`config.mk`:
```
export PLATFORM = sky130hd
export DESIGN_NAME = flash_rww_arb
export DESIGN_NICKNAME = d
export VERILOG_FILES = /design/src/rtl/swr_pkg.sv /design/src/rtl/swr_bank_ctl.sv /design/src/rtl/swr_seq.sv /design/src/rtl/flash_rww_arb.sv
export SDC_FILE = /design/constraint.sdc
export NUM_CORES = 1
export LEC_CHECK = 0
export CAP_MARGIN = 20
export CORE_MARGIN = 1
export CORE_UTILIZATION = 33
export CTS_CLUSTER_SIZE = 14
export DETAILED_ROUTE_END_ITERATION = 8
export GPL_TIMING_DRIVEN = 1
export PLACE_DENSITY = 0.75
export SYNTH_ARGS = -nofsm -noshare
export SYNTH_HDL_FRONTEND = slang
export SYNTH_HIERARCHICAL = 1
export SYNTH_SLANG_ARGS = --single-unit
```
`constraint.sdc`:
```
create_clock -name clk -period 1.49 [get_ports clk]
set_input_delay 0.3725 -clock clk [delete_from_list [all_inputs] [get_ports clk]]
set_output_delay 0.3725 -clock clk [all_outputs]
set_load 0.02 [all_outputs]
```
`src/rtl/swr_pkg.sv`:
```
package swr_pkg;

  localparam int NUM_BANKS = 2;
  localparam int MODE_W    = 3;
  localparam int FLAG_W    = 8;
  localparam int FLAG_LSB  = 4;

  typedef enum logic [1:0] {
    SEQ_IDLE  = 2'd0,
    SEQ_ISSUE = 2'd1,
    SEQ_WAIT  = 2'd2,
    SEQ_HOLD  = 2'd3
  } seq_state_t;

  typedef struct packed {
    logic kill;       // force abort of program/erase
    logic note_hold;  // stall notification
    logic note_kill;  // termination notification
  } policy_t;

  function automatic policy_t decode_policy(input logic [MODE_W-1:0] code);
    policy_t p;
    p = '0;
    case (code)
      3'b110:  p.note_hold = 1'b1;
      3'b101:  p.kill      = 1'b1;
      3'b100: begin
        p.kill      = 1'b1;
        p.note_kill = 1'b1;
      end
      default: p = '0;
    endcase
    return p;
  endfunction

endpackage

```
`src/rtl/swr_bank_ctl.sv`:
```
module swr_bank_ctl
  import swr_pkg::*;
(
  input  logic              clk,
  input  logic              rst_n,
  input  logic [MODE_W-1:0] mode,
  input  logic              hit,
  input  logic              done,
  input  logic              clr_kill_note,
  input  logic              clr_hold_note,
  output logic              abort_o,
  output logic              kill_note_o,
  output logic              hold_note_o
);

  policy_t pol;
  logic    abort_q, abort_d;
  logic    kill_q,  kill_d;
  logic    hold_q,  hold_d;

  always_comb begin
    pol     = decode_policy(mode);
    abort_d = abort_q;
    kill_d  = kill_q;
    hold_d  = hold_q;
    if (done)          abort_d = 1'b0;
    if (hit && pol.kill) abort_d = 1'b1;
    if (clr_kill_note) kill_d = 1'b0;
    if (hit && pol.note_kill) kill_d = 1'b1;
    if (clr_hold_note) hold_d = 1'b0;
    if (hit && pol.note_hold) hold_d = 1'b1;
  end

  always_ff @(posedge clk or negedge rst_n) begin
    if (!rst_n) begin
      abort_q <= 1'b0;
      kill_q  <= 1'b0;
      hold_q  <= 1'b0;
    end else begin
      abort_q <= abort_d;
      kill_q  <= kill_d;
      hold_q  <= hold_d;
    end
  end

  assign abort_o     = abort_q;
  assign kill_note_o = kill_q;
  assign hold_note_o = hold_q;

endmodule

```
`src/rtl/swr_seq.sv`:
```
module swr_seq
  import swr_pkg::*;
#(
  parameter int AW = 16
) (
  input  logic                 clk,
  input  logic                 rst_n,
  input  logic                 req_valid,
  input  logic [AW-1:0]        req_addr,
  input  logic [NUM_BANKS-1:0] bank_busy,
  input  logic [NUM_BANKS-1:0] bank_rvalid,
  output logic                 ready,
  output logic [NUM_BANKS-1:0] issue,
  output logic [NUM_BANKS-1:0] hold_hit,
  output logic [AW-1:0]        addr_o
);

  localparam int BANK_BIT = AW - 1;

  seq_state_t  state_q, state_d;
  logic [AW-1:0] addr_q;
  logic        bank_q;
  logic        req_bank;
  logic        accept;
  logic        tgt_busy;

  assign req_bank = req_addr[BANK_BIT];
  assign accept   = (state_q == SEQ_IDLE) && req_valid;
  assign tgt_busy = bank_busy[req_bank];

  always_comb begin
    state_d = state_q;
    case (state_q)
      SEQ_IDLE:  if (accept) state_d = tgt_busy ? SEQ_HOLD : SEQ_ISSUE;
      SEQ_ISSUE: state_d = bank_rvalid[bank_q] ? SEQ_IDLE : SEQ_WAIT;
      SEQ_WAIT:  if (bank_rvalid[bank_q]) state_d = SEQ_IDLE;
      SEQ_HOLD:  if (!bank_busy[bank_q]) state_d = SEQ_ISSUE;
      default:   state_d = SEQ_IDLE;
    endcase
  end

  always_ff @(posedge clk or negedge rst_n) begin
    if (!rst_n) begin
      state_q <= SEQ_IDLE;
    end else begin
      state_q <= state_d;
    end
  end

  always_ff @(posedge clk or negedge rst_n) begin
    if (!rst_n) begin
      addr_q <= '0;
      bank_q <= 1'b0;
    end else if (accept) begin
      addr_q <= req_addr;
      bank_q <= req_bank;
    end
  end

  for (genvar b = 0; b < NUM_BANKS; b++) begin : g_bank
    assign issue[b]    = (state_q == SEQ_ISSUE) && (bank_q == b[0]);
    assign hold_hit[b] = accept && tgt_busy && (req_bank == b[0]);
  end

  assign ready  = (state_q == SEQ_IDLE);
  assign addr_o = addr_q;

endmodule

```
`src/rtl/flash_rww_arb.sv`:
```
module flash_rww_arb
  import swr_pkg::*;
#(
  parameter int AW = 16
) (
  input  logic                          clk,
  input  logic                          rst_n,
  input  logic                          req_valid,
  input  logic [AW-1:0]                 req_addr,
  input  logic [NUM_BANKS*MODE_W-1:0]   mode_cfg,
  input  logic [NUM_BANKS-1:0]          bank_busy,
  input  logic [NUM_BANKS-1:0]          bank_done,
  input  logic [NUM_BANKS-1:0]          bank_rvalid,
  input  logic                          irq_wr_en,
  input  logic [FLAG_W-1:0]             irq_wr_data,
  output logic [NUM_BANKS-1:0]          rd_en,
  output logic [AW-1:0]                 rd_addr,
  output logic [NUM_BANKS-1:0]          abort,
  output logic                          ready,
  output logic [FLAG_W-1:0]             irq_flags,
  output logic                          irq_req
);

  logic [NUM_BANKS-1:0] hold_hit;
  logic [NUM_BANKS-1:0] kill_note;
  logic [NUM_BANKS-1:0] hold_note;
  logic [NUM_BANKS-1:0] clr_kill;
  logic [NUM_BANKS-1:0] clr_hold;

  swr_seq #(.AW(AW)) u_seq (
    .clk         (clk),
    .rst_n       (rst_n),
    .req_valid   (req_valid),
    .req_addr    (req_addr),
    .bank_busy   (bank_busy),
    .bank_rvalid (bank_rvalid),
    .ready       (ready),
    .issue       (rd_en),
    .hold_hit    (hold_hit),
    .addr_o      (rd_addr)
  );

  // Bank b: termination at bit 7-2b, stall at bit 6-2b.
  for (genvar b = 0; b < NUM_BANKS; b++) begin : g_ctl
    localparam int KBIT = FLAG_W - 1 - 2*b;
    localparam int HBIT = FLAG_W - 2 - 2*b;

    assign clr_kill[b] = irq_wr_en && irq_wr_data[KBIT];
    assign clr_hold[b] = irq_wr_en && irq_wr_data[HBIT];

    swr_bank_ctl u_ctl (
      .clk           (clk),
      .rst_n         (rst_n),
      .mode          (mode_cfg[b*MODE_W +: MODE_W]),
      .hit           (hold_hit[b]),
      .done          (bank_done[b]),
      .clr_kill_note (clr_kill[b]),
      .clr_hold_note (clr_hold[b]),
      .abort_o       (abort[b]),
      .kill_note_o   (kill_note[b]),
      .hold_note_o   (hold_note[b])
    );

    assign irq_flags[KBIT] = kill_note[b];
    assign irq_flags[HBIT] = hold_note[b];
  end

  assign irq_flags[FLAG_LSB-1:0] = '0;
  assign irq_req = |{kill_note, hold_note};

endmodule

```
=== Yosys cells after proc, flatten, opt, wreduce, memory -nomap -nowiden ===
Cells that the tools add are included.

* Multipliers: 0
* Muxes and demuxes: 30
* Reductions and logical operators: 27
* Div/mod/pow operators: 0
* $lt $le $gt $ge: 2
* Equality and inequality tests: 12
* Bitwise operators: 2
* Add/subtract/negate cells: 0
* Shifts and indexed selects: 0

{| class="wikitable"
|+ Operators with widths
! cell !! count
|-
| $mux W1 || 24
|-
| $eq A3 B3 Y1 const B || 6
|-
| $logic_and A1 B1 Y1 || 16
|-
| $reduce_bool A2 Y1 || 6
|-
| $mux W2 || 5
|-
| $pmux W2 S4 || 1
|-
| $eq A2 B2 Y1 const B || 2
|-
| $lt A1 B2 Y1 const B || 2
|-
| $ne A2 B1 Y1 const B || 2
|-
| $reduce_or A2 Y1 || 2
|-
| $reduce_or A4 Y1 || 1
|-
| $reduce_and A3 Y1 || 1
|-
| $eq A2 B1 Y1 const B || 1
|-
| $logic_not A2 Y1 || 1
|-
| $ne A2 B2 Y1 const B || 1
|-
| $not A1 Y1 || 2
|}

* Bits in latches: 0
* Input port bits: 40
* Memories: 0
* ROM bits: 0
* Output and inout port bits: 30
* Flip-flop bits (word level): 25
* Bits in writable memories: 0

=== Depth between registers and ports, before layout ===
Gate-level depths: netlist of run 1.

* Word-level depth: 6
* Mapped depth: 7

=== Cells and area by module ===
Netlist of run 1, hierarchy kept.

{| class="wikitable"
|+ By module, submodules not included
! module !! sequential area each (um^2) !! area an instance (um^2) !! times used !! cells an instance
|-
| swr_seq || 450.4 || 805.8 || 1 || 57
|-
| swr_bank_ctl || 75.1 || 138.9 || 2 || 13
|-
| flash_rww_arb || 0.0 || 66.3 || 1 || 10
|}

=== Worst setup path before layout of run 1 ===
OpenSTA, ideal clock, no wires.

* Kind: register to register
* From: register u_seq.state_q[0]
* To: register u_seq.addr_q[15] (netlist: u_seq/addr_o[15])
* Library setup time: 0.125 ns
* Arrival: 1.577 ns
* Cell stages (with the launch flop): 6
* Path buffers: 1
* Slack: -0.212 ns
* Cell sequence: dfrtp_1 -> inv_1 -> ha_1 -> nand2_1 -> buf_2 -> mux2_2

* Word-level cells in the longest chain between the ends: 2

{| class="wikitable"
|+ RTL lines
! item !! RTL line !! text
|-
| from (decl) || swr_seq.sv:20 || <nowiki>seq_state_t state_q, state_d;</nowiki>
|-
| from (signal assigned) || swr_seq.sv:46 || <nowiki>state_q <= state_d;</nowiki>
|-
| $logic_not A2 Y1 || - ||
|-
| named net ready || flash_rww_arb.sv:19 || <nowiki>output logic ready,</nowiki>
|-
| $logic_and A1 B1 Y1 || swr_seq.sv:28 || <nowiki>assign accept = (state_q == SEQ_IDLE) && req_valid;</nowiki>
|-
| to (signal assigned) || swr_seq.sv:55 || <nowiki>addr_q <= req_addr;</nowiki>
|-
| to (decl) || swr_seq.sv:21 || <nowiki>logic [AW-1:0] addr_q;</nowiki>
|}

The timed path passes the listed nets, and every way through them passes these cells.
A chain may end at the register's enable or synchronous reset.

=== Worst setup path after layout of run 1 ===
* From: register g_ctl[1].u_ctl.hold_q
* To: output port irq_req

* Word-level cells in the longest chain between the ends: 1

{| class="wikitable"
|+ RTL lines
! item !! RTL line !! text
|-
| from (decl) || swr_bank_ctl.sv:19 || <nowiki>logic hold_q, hold_d;</nowiki>
|-
| from (signal assigned) || swr_bank_ctl.sv:42 || <nowiki>hold_q <= hold_d;</nowiki>
|-
| $reduce_or A4 Y1 || flash_rww_arb.sv:69 || <nowiki>assign irq_req = |{kill_note, hold_note};</nowiki>
|-
| to (decl) || flash_rww_arb.sv:21 || <nowiki>output logic irq_req</nowiki>
|}

No other way between the ends.

==> results of run 1 <==
==> per-layer routing <==
metal / vias up / routed length (µm) / track usage
li1: 472 / - / -
met1: 450 / 1110 / 0.182
met2: 45 / 1580 / 0.321
met3: 4 / 214 / 0.0462
met4: 0 / 38 / 0.0584
met5: - / 0 / 0
==> stage by stage <==
stage               std cells  instance area (µm²)  utilization  setup slack (ns)
floorplan                  96                 1180            -           -0.0526
global placement          212                 1930        0.577            -0.377
detailed placement        212                 1930        0.577            -0.397
CTS                       222                 2080        0.624            -0.274
global route              223                 2110        0.632            -0.314
finish                    223                 2110        0.632            -0.265
==> cell type report <==
| class | instances | area, µm² |
|---|---|---|
| Sequential cell | 24 | 601 |
| Tap cell | 46 | 57.6 |
| Multi-Input combinational cell | 55 | 556 |
| Fill cell | 266 | 1230 |
| Timing Repair Buffer | 83 | 798 |
| Clock inverter | 1 | 30.0 |
| Inverter | 11 | 43.8 |
| Clock buffer | 3 | 22.5 |
==> where the power goes <==
part	switching [µW]	total [µW]	internal (µW)	leakage, µW
Clock	206	479	272	0.0000279
Combinational	990	2180	1190	0.000643
Sequential	125	1040	911	0.000296
==> cell usage in the layout, fill, tap and decap left out, types with 4 or more instances in the layout <==
| master | instances |
|---|---|
| mux2_2 | 16 |
| buf_4 | 15 |
| inv_1 | 9 |
| clkdlybuf4s50_1 | 35 |
| buf_6 | 11 |
| conb_1 | 4 |
| and2_1 | 4 |
| dlygate4sd2_1 | 17 |
| dfrtp_1 | 24 |
==> cells by family (layout without fill, tap and decap cells) <==
group | count (synthesis) | in the layout | share of synthesized area
simple gates | 18 | 18 | 0.102
buf+inv | 17 | 98 | 0.0729
mux | 20 | 20 | 0.194
other cells | 1 | 4 | 0.00326
flops | 24 | 24 | 0.522
fa+ha+maj | 4 | 4 | 0.0435
compound gates | 9 | 9 | 0.0620
==> sequential cells by signal, summed over array words and instances (netlist names) <==
register	cells
u_seq/addr_o	16
g_ctl.u_ctl/abort_o	2
g_ctl.u_ctl/hold_note_o	2
g_ctl.u_ctl/kill_note_o	2
u_seq/state_q	2
==> timing repair <==
item | 4_1_cts | 5_1_grt
gates cloned | 1 | 0
hold buffers | 0 | 0
gates resized for setup | 68 | 17
setup buffers | 5 | 2
pin swaps | 2 | 2
setup endpoints to repair | 30 | 31
endpoints found under the hold margin | 0 | 0
==> how the worst max path moves through the flow <==
stage          cells past startpoint                            to  slack [ns]                                    from
6_report                           2                       irq_req       -0.27  g_ctl[1].u_ctl/hold_note_o$_DFFE_PN0P_
3_3_place_gp                       4  u_seq/state_q[1]$_DFFE_PN0P_       -0.38                            bank_busy[1]
4_1_cts                            2                       irq_req       -0.27  g_ctl[1].u_ctl/kill_note_o$_DFFE_PN0P_
3_5_place_dp                       4  u_seq/state_q[1]$_DFFE_PN0P_       -0.40                            bank_busy[1]
2_1_floorplan                      4  u_seq/state_q[1]$_DFFE_PN0P_       -0.05            u_seq/state_q[1]$_DFFE_PN0P_
5_1_grt                            2                       irq_req       -0.31  g_ctl[1].u_ctl/hold_note_o$_DFFE_PN0P_
==> critical path, cell delays in order, from the launching register on <==
cell and delay [ns]:
dfrtp_1 0.40, or4_4 0.53, buf_6 0.14
==> flow_summary_export.csv, run 1 <==
group,metric,value,unit
status,status,"complete, but fails checks",
status,violations,"negative setup slack",
timing,finalSetupTns,-1.14,ns
worst_setup_path,worstSetupPathType,"reg -> out",
timing,grt_setup_unrepaired,"yes",
worst_setup_path,end_kind,"primary output",
yosys,synth_top_area_share,0.522,
global_route,grt_pass1_vias,1065,
clock_network,cts_tree,"yes",
floorplanning,floorplan.die.width,61.0,µm
route,routed_wl,2930,µm
yosys,syn_area,1150,µm²
route,wire_per_inst,13.2,µm
timing,finalClockSkew,0.00898,ns
power,leakagePower,0.000967,µW
yosys,synth_ff_type,"dfrtp_1",
floorplanning,core,3340,µm²
worst_setup_path,cp.arrival,1.38,ns
worst_setup_path,rr_startpoint,"u_seq/addr_o[15]$_DFFE_PN0P_",
job,cap_violations,0,
floorplanning,die_h,61.0,µm
timing,max_clock_freq,570,MHz
timing,setup_ws,-0.265,ns
yosys,synthTopCellsByArea,"dfrtp_1 (52%), mux2_2 (16%), ha_1 (4.4%), inv_1 (3.6%), buf_4 (3.3%)",
yosys,yosysMostFrequentCell,"dfrtp_1",
global_route,grt_antenna_before_repair,0,
clock_network,clock_path_buffers,2,
worst_setup_path,reg2reg_to,"u_seq/state_q[0]$_DFFE_PN0P_",
timing,hold_ws,0.381,ns
floorplanning,rows,21,
yosys,synth-warning-count,6,
clock_network,h-tree-depth,1,
clock_network,cts_buffers,3,
worst_setup_path,crit_required,1.12,ns
route,final_antenna_net_count,0,
route,vias,971,
timing,setup_viol,7,
route,viasPerCell,4.35,
clock_network,clock_latency,0.32,ns
worst_setup_path,start_kind,"flip-flop",
cells_and_area,final_net_count,222,
yosys,async_reset_ff_frac,1.00,
cells_and_area,antenna_cells,0,
timing,drv_slew,0,
route,first_iter_violations,10,
yosys,yosysSeqAreaShare,0.522,
yosys,syn_area_per_cell,12.4,µm²
global_route,grt.total_usage,0.170,
hold_path,hp-class,"in -> async",
cells_and_area,drive_above_1_share,0.384,
power,power,3700,µW
yosys,synthTopCellsByCount,"dfrtp_1 (24), mux2_2 (16), inv_1 (11)",
yosys,ys_ff_latch,24,
clock_network,clk_pin_slew_worst_paths,0.14,ns
timing,timing.final.crit_share,1.18,
worst_setup_path,rrSetupSlack,-0.21,ns
route,drc_errors,0,
yosys,yosys.area.top_type,"dfrtp_1",
placement,portBuffers,61,
global_route,grt_pass1_wl,4510,µm
clock_network,cts.sinks,24,
floorplanning,io_pins,70,
yosys,ys_types,22,
floorplanning,initial_core_util,0.345,
worst_setup_path,reg2regPathDepth,6,
yosys,synth_cells,93,
yosys,synth_edf_count,0,
route,drtPass1Iterations,4,
floorplanning,dieArea,3720,µm²
clock_network,root_buffer,"clkbuf_4",
global_route,grt_max_degree,25,
placement,gp_congestion,0.708,
cells_and_area,syn_to_final_growth,83.4,%
worst_setup_path,cp_max_fo,2,
placement,hpwl,2180,µm
timing,finalHoldViolCount,0,
timing,min_period,1.76,ns
global_route,grt.overflow.total,0,
power,ir_drop,1.07,mV
power,power_density,1750,nW/µm²
Power figures use the tool's default switching activity.
==> inputs of run 2 (changes only) <==
==> constraint.sdc (replaced) <==
create_clock -name clk -period 1.6 [get_ports clk]
set_input_delay 0.4 -clock clk [delete_from_list [all_inputs] [get_ports clk]]
set_output_delay 0.4 -clock clk [all_outputs]
set_load 0.02 [all_outputs]
==> flow_summary_export.csv, run 2 (same netlist as run 1, synthesis figures left out) <==
group,metric,value,unit
floorplanning,die_h,61.0,µm
global_route,grt_pass1_wl,4340,µm
timing,setup_ws,-0.178,ns
clock_network,clock_path_buffers,2,
global_route,grt_pass1_vias,1014,
power,power,3150,µW
route,drtPass1Iterations,4,
worst_setup_path,end_kind,"primary output",
status,status,"complete, but fails checks",
placement,gp_congestion,0.729,
route,viasPerCell,4.50,
floorplanning,initial_core_util,0.345,
timing,max_clock_freq,562,MHz
floorplanning,rows,21,
timing,finalHoldViolCount,0,
worst_setup_path,crit_required,1.20,ns
worst_setup_path,crit_end,"irq_req",
worst_setup_path,cp_max_fo,2,
cells_and_area,fin_util,0.609,
clock_network,root_buffer,"clkbuf_4",
route,met1_length,1150,µm
global_route,grt_antenna_before_repair,0,
timing,grt_setup_unrepaired,"yes",
placement,hpwl,2190,µm
timing,drv_slew,0,
power,leakagePower,0.000942,µW
worst_setup_path,start_kind,"flip-flop",
floorplanning,core,3340,µm²
worst_setup_path,reg2regPathDepth,6,
timing,setup_viol,5,
timing,min_period,1.78,ns
job,cap_violations,0,
clock_network,cts.sinks,24,
cells_and_area,layout_common_cells,"clkdlybuf4s50_1 (34), dfrtp_1 (24), dlygate4sd2_1 (18)",
worst_setup_path,worstSetupPathType,"reg -> out",
cells_and_area,antenna_cells,0,
clock_network,h-tree-depth,1,
cells_and_area,final_net_count,218,
clock_network,clock_latency,0.30,ns
placement,portBuffers,61,
route,vias,981,
power,ir_drop,0.816,mV
floorplanning,floorplan.die.width,61.0,µm
route,highest_layer,"met4",
worst_setup_path,critPathSlowestCell,"or4_4",
route,drc_errors,0,
global_route,grt.total_usage,0.159,
power,power_density,1550,nW/µm²
clock_network,clk_pin_slew_worst_paths,0.12,ns
global_route,grt.overflow.total,0,
cells_and_area,syn_to_final_growth,76.7,%
clock_network,cts_buffers,3,
placement,dpl_worst_slack,-0.368,ns
worst_setup_path,rr_startpoint,"u_seq/state_q[0]$_DFFE_PN0P_",
floorplanning,dieArea,3720,µm²
worst_setup_path,crit_path_max_incr_delay,0.53,ns
clock_network,cts_tree,"yes",
cells_and_area,mostFrequentLayoutCell,"clkdlybuf4s50_1",
status,violations,"negative setup slack",
timing,finalSetupTns,-0.453,ns
cells_and_area,largest_reg_flops,16,
hold_path,hp-class,"in -> async",
cells_and_area,drive_above_1_share,0.326,
route,final_antenna_net_count,0,
route,routed_wl,2870,µm
floorplanning,io_pins,70,
worst_setup_path,cp.arrival,1.38,ns
worst_setup_path,crit_chain,"or4_4 > buf_6",
route,wl_met3,219,µm
route,wl_met2,1470,µm
route,first_iter_violations,11,
worst_setup_path,rrSetupSlack,-0.10,ns
timing,timing.final.crit_share,1.11,
timing,finalClockSkew,0.00295,ns
worst_setup_path,startpoint,"g_ctl[1].u_ctl/kill_note_o$_DFFE_PN0P_",
worst_setup_path,reg2reg_to,"u_seq/state_q[1]$_DFFE_PN0P_",
clock_network,cts_hold_buf,0,
route,wire_per_inst,13.2,µm
global_route,grt_max_degree,25,
run 2: layout make-up:
class	instances	area, µm²
tap	46	57.6
clock buffer	3	22.5
fill	296	1310
timing repair buffer	79	771
sequential	24	601
multi-input combinational	55	539
inverter	11	41.3
run 2: where the power goes:
part | internal (µW) | total [µW] | switching (µW) | leakage [µW]
Clock | 87.9 | 252 | 165 | 0.0000138
Combinational | 1040 | 1910 | 867 | 0.000633
Sequential | 849 | 983 | 134 | 0.000296
run 2: timing repair:
action / in CTS / in global routing
endpoints found under the setup margin: 44 / 24
gates cloned: 0 / 1
pin swaps: 4 / 1
gates resized for setup: 56 / 12
buffers inserted: 2 / 2
run 2: per-layer routing:
layer | GRT usage | vias up
li1 | - | 464
met1 | 0.181 | 468
met2 | 0.287 | 45
met3 | 0.0483 | 4
met5 | 0 | -
met4 | 0.0487 | 0
run 2: worst min path at each step:
stage	start	end	slack, ns	depth (start not counted)
2_1_floorplan	rst_n	g_ctl[0].u_ctl/abort_o$_DFFE_PN0P_	0.10	0
3_3_place_gp	u_seq/addr_o[4]$_DFFE_PN0P_	u_seq/addr_o[4]$_DFFE_PN0P_	0.49	1
3_5_place_dp	u_seq/addr_o[13]$_DFFE_PN0P_	u_seq/addr_o[13]$_DFFE_PN0P_	0.50	1
4_1_cts	rst_n	u_seq/addr_o[8]$_DFFE_PN0P_	0.43	2
5_1_grt	rst_n	u_seq/addr_o[3]$_DFFE_PN0P_	0.44	2
6_report	rst_n	g_ctl[0].u_ctl/abort_o$_DFFE_PN0P_	0.43	2
run 2: worst max-delay path, delay by kind of cell (launching register included):
kind	cells	cell delay [ns]
simple gates	1	0.53
flops	1	0.40
buf+inv	1	0.15
run 2: metrics by stage:
| stage | instance area [µm²] | hold slack, ns | cells |
|---|---|---|---|
| floorplan | 1170 | 0.104 | 96 |
| global placement | 1910 | 0.488 | 211 |
| detailed placement | 1910 | 0.497 | 211 |
| CTS | 1960 | 0.431 | 215 |
| global route | 2030 | 0.445 | 218 |
| finish | 2030 | 0.430 | 218 |
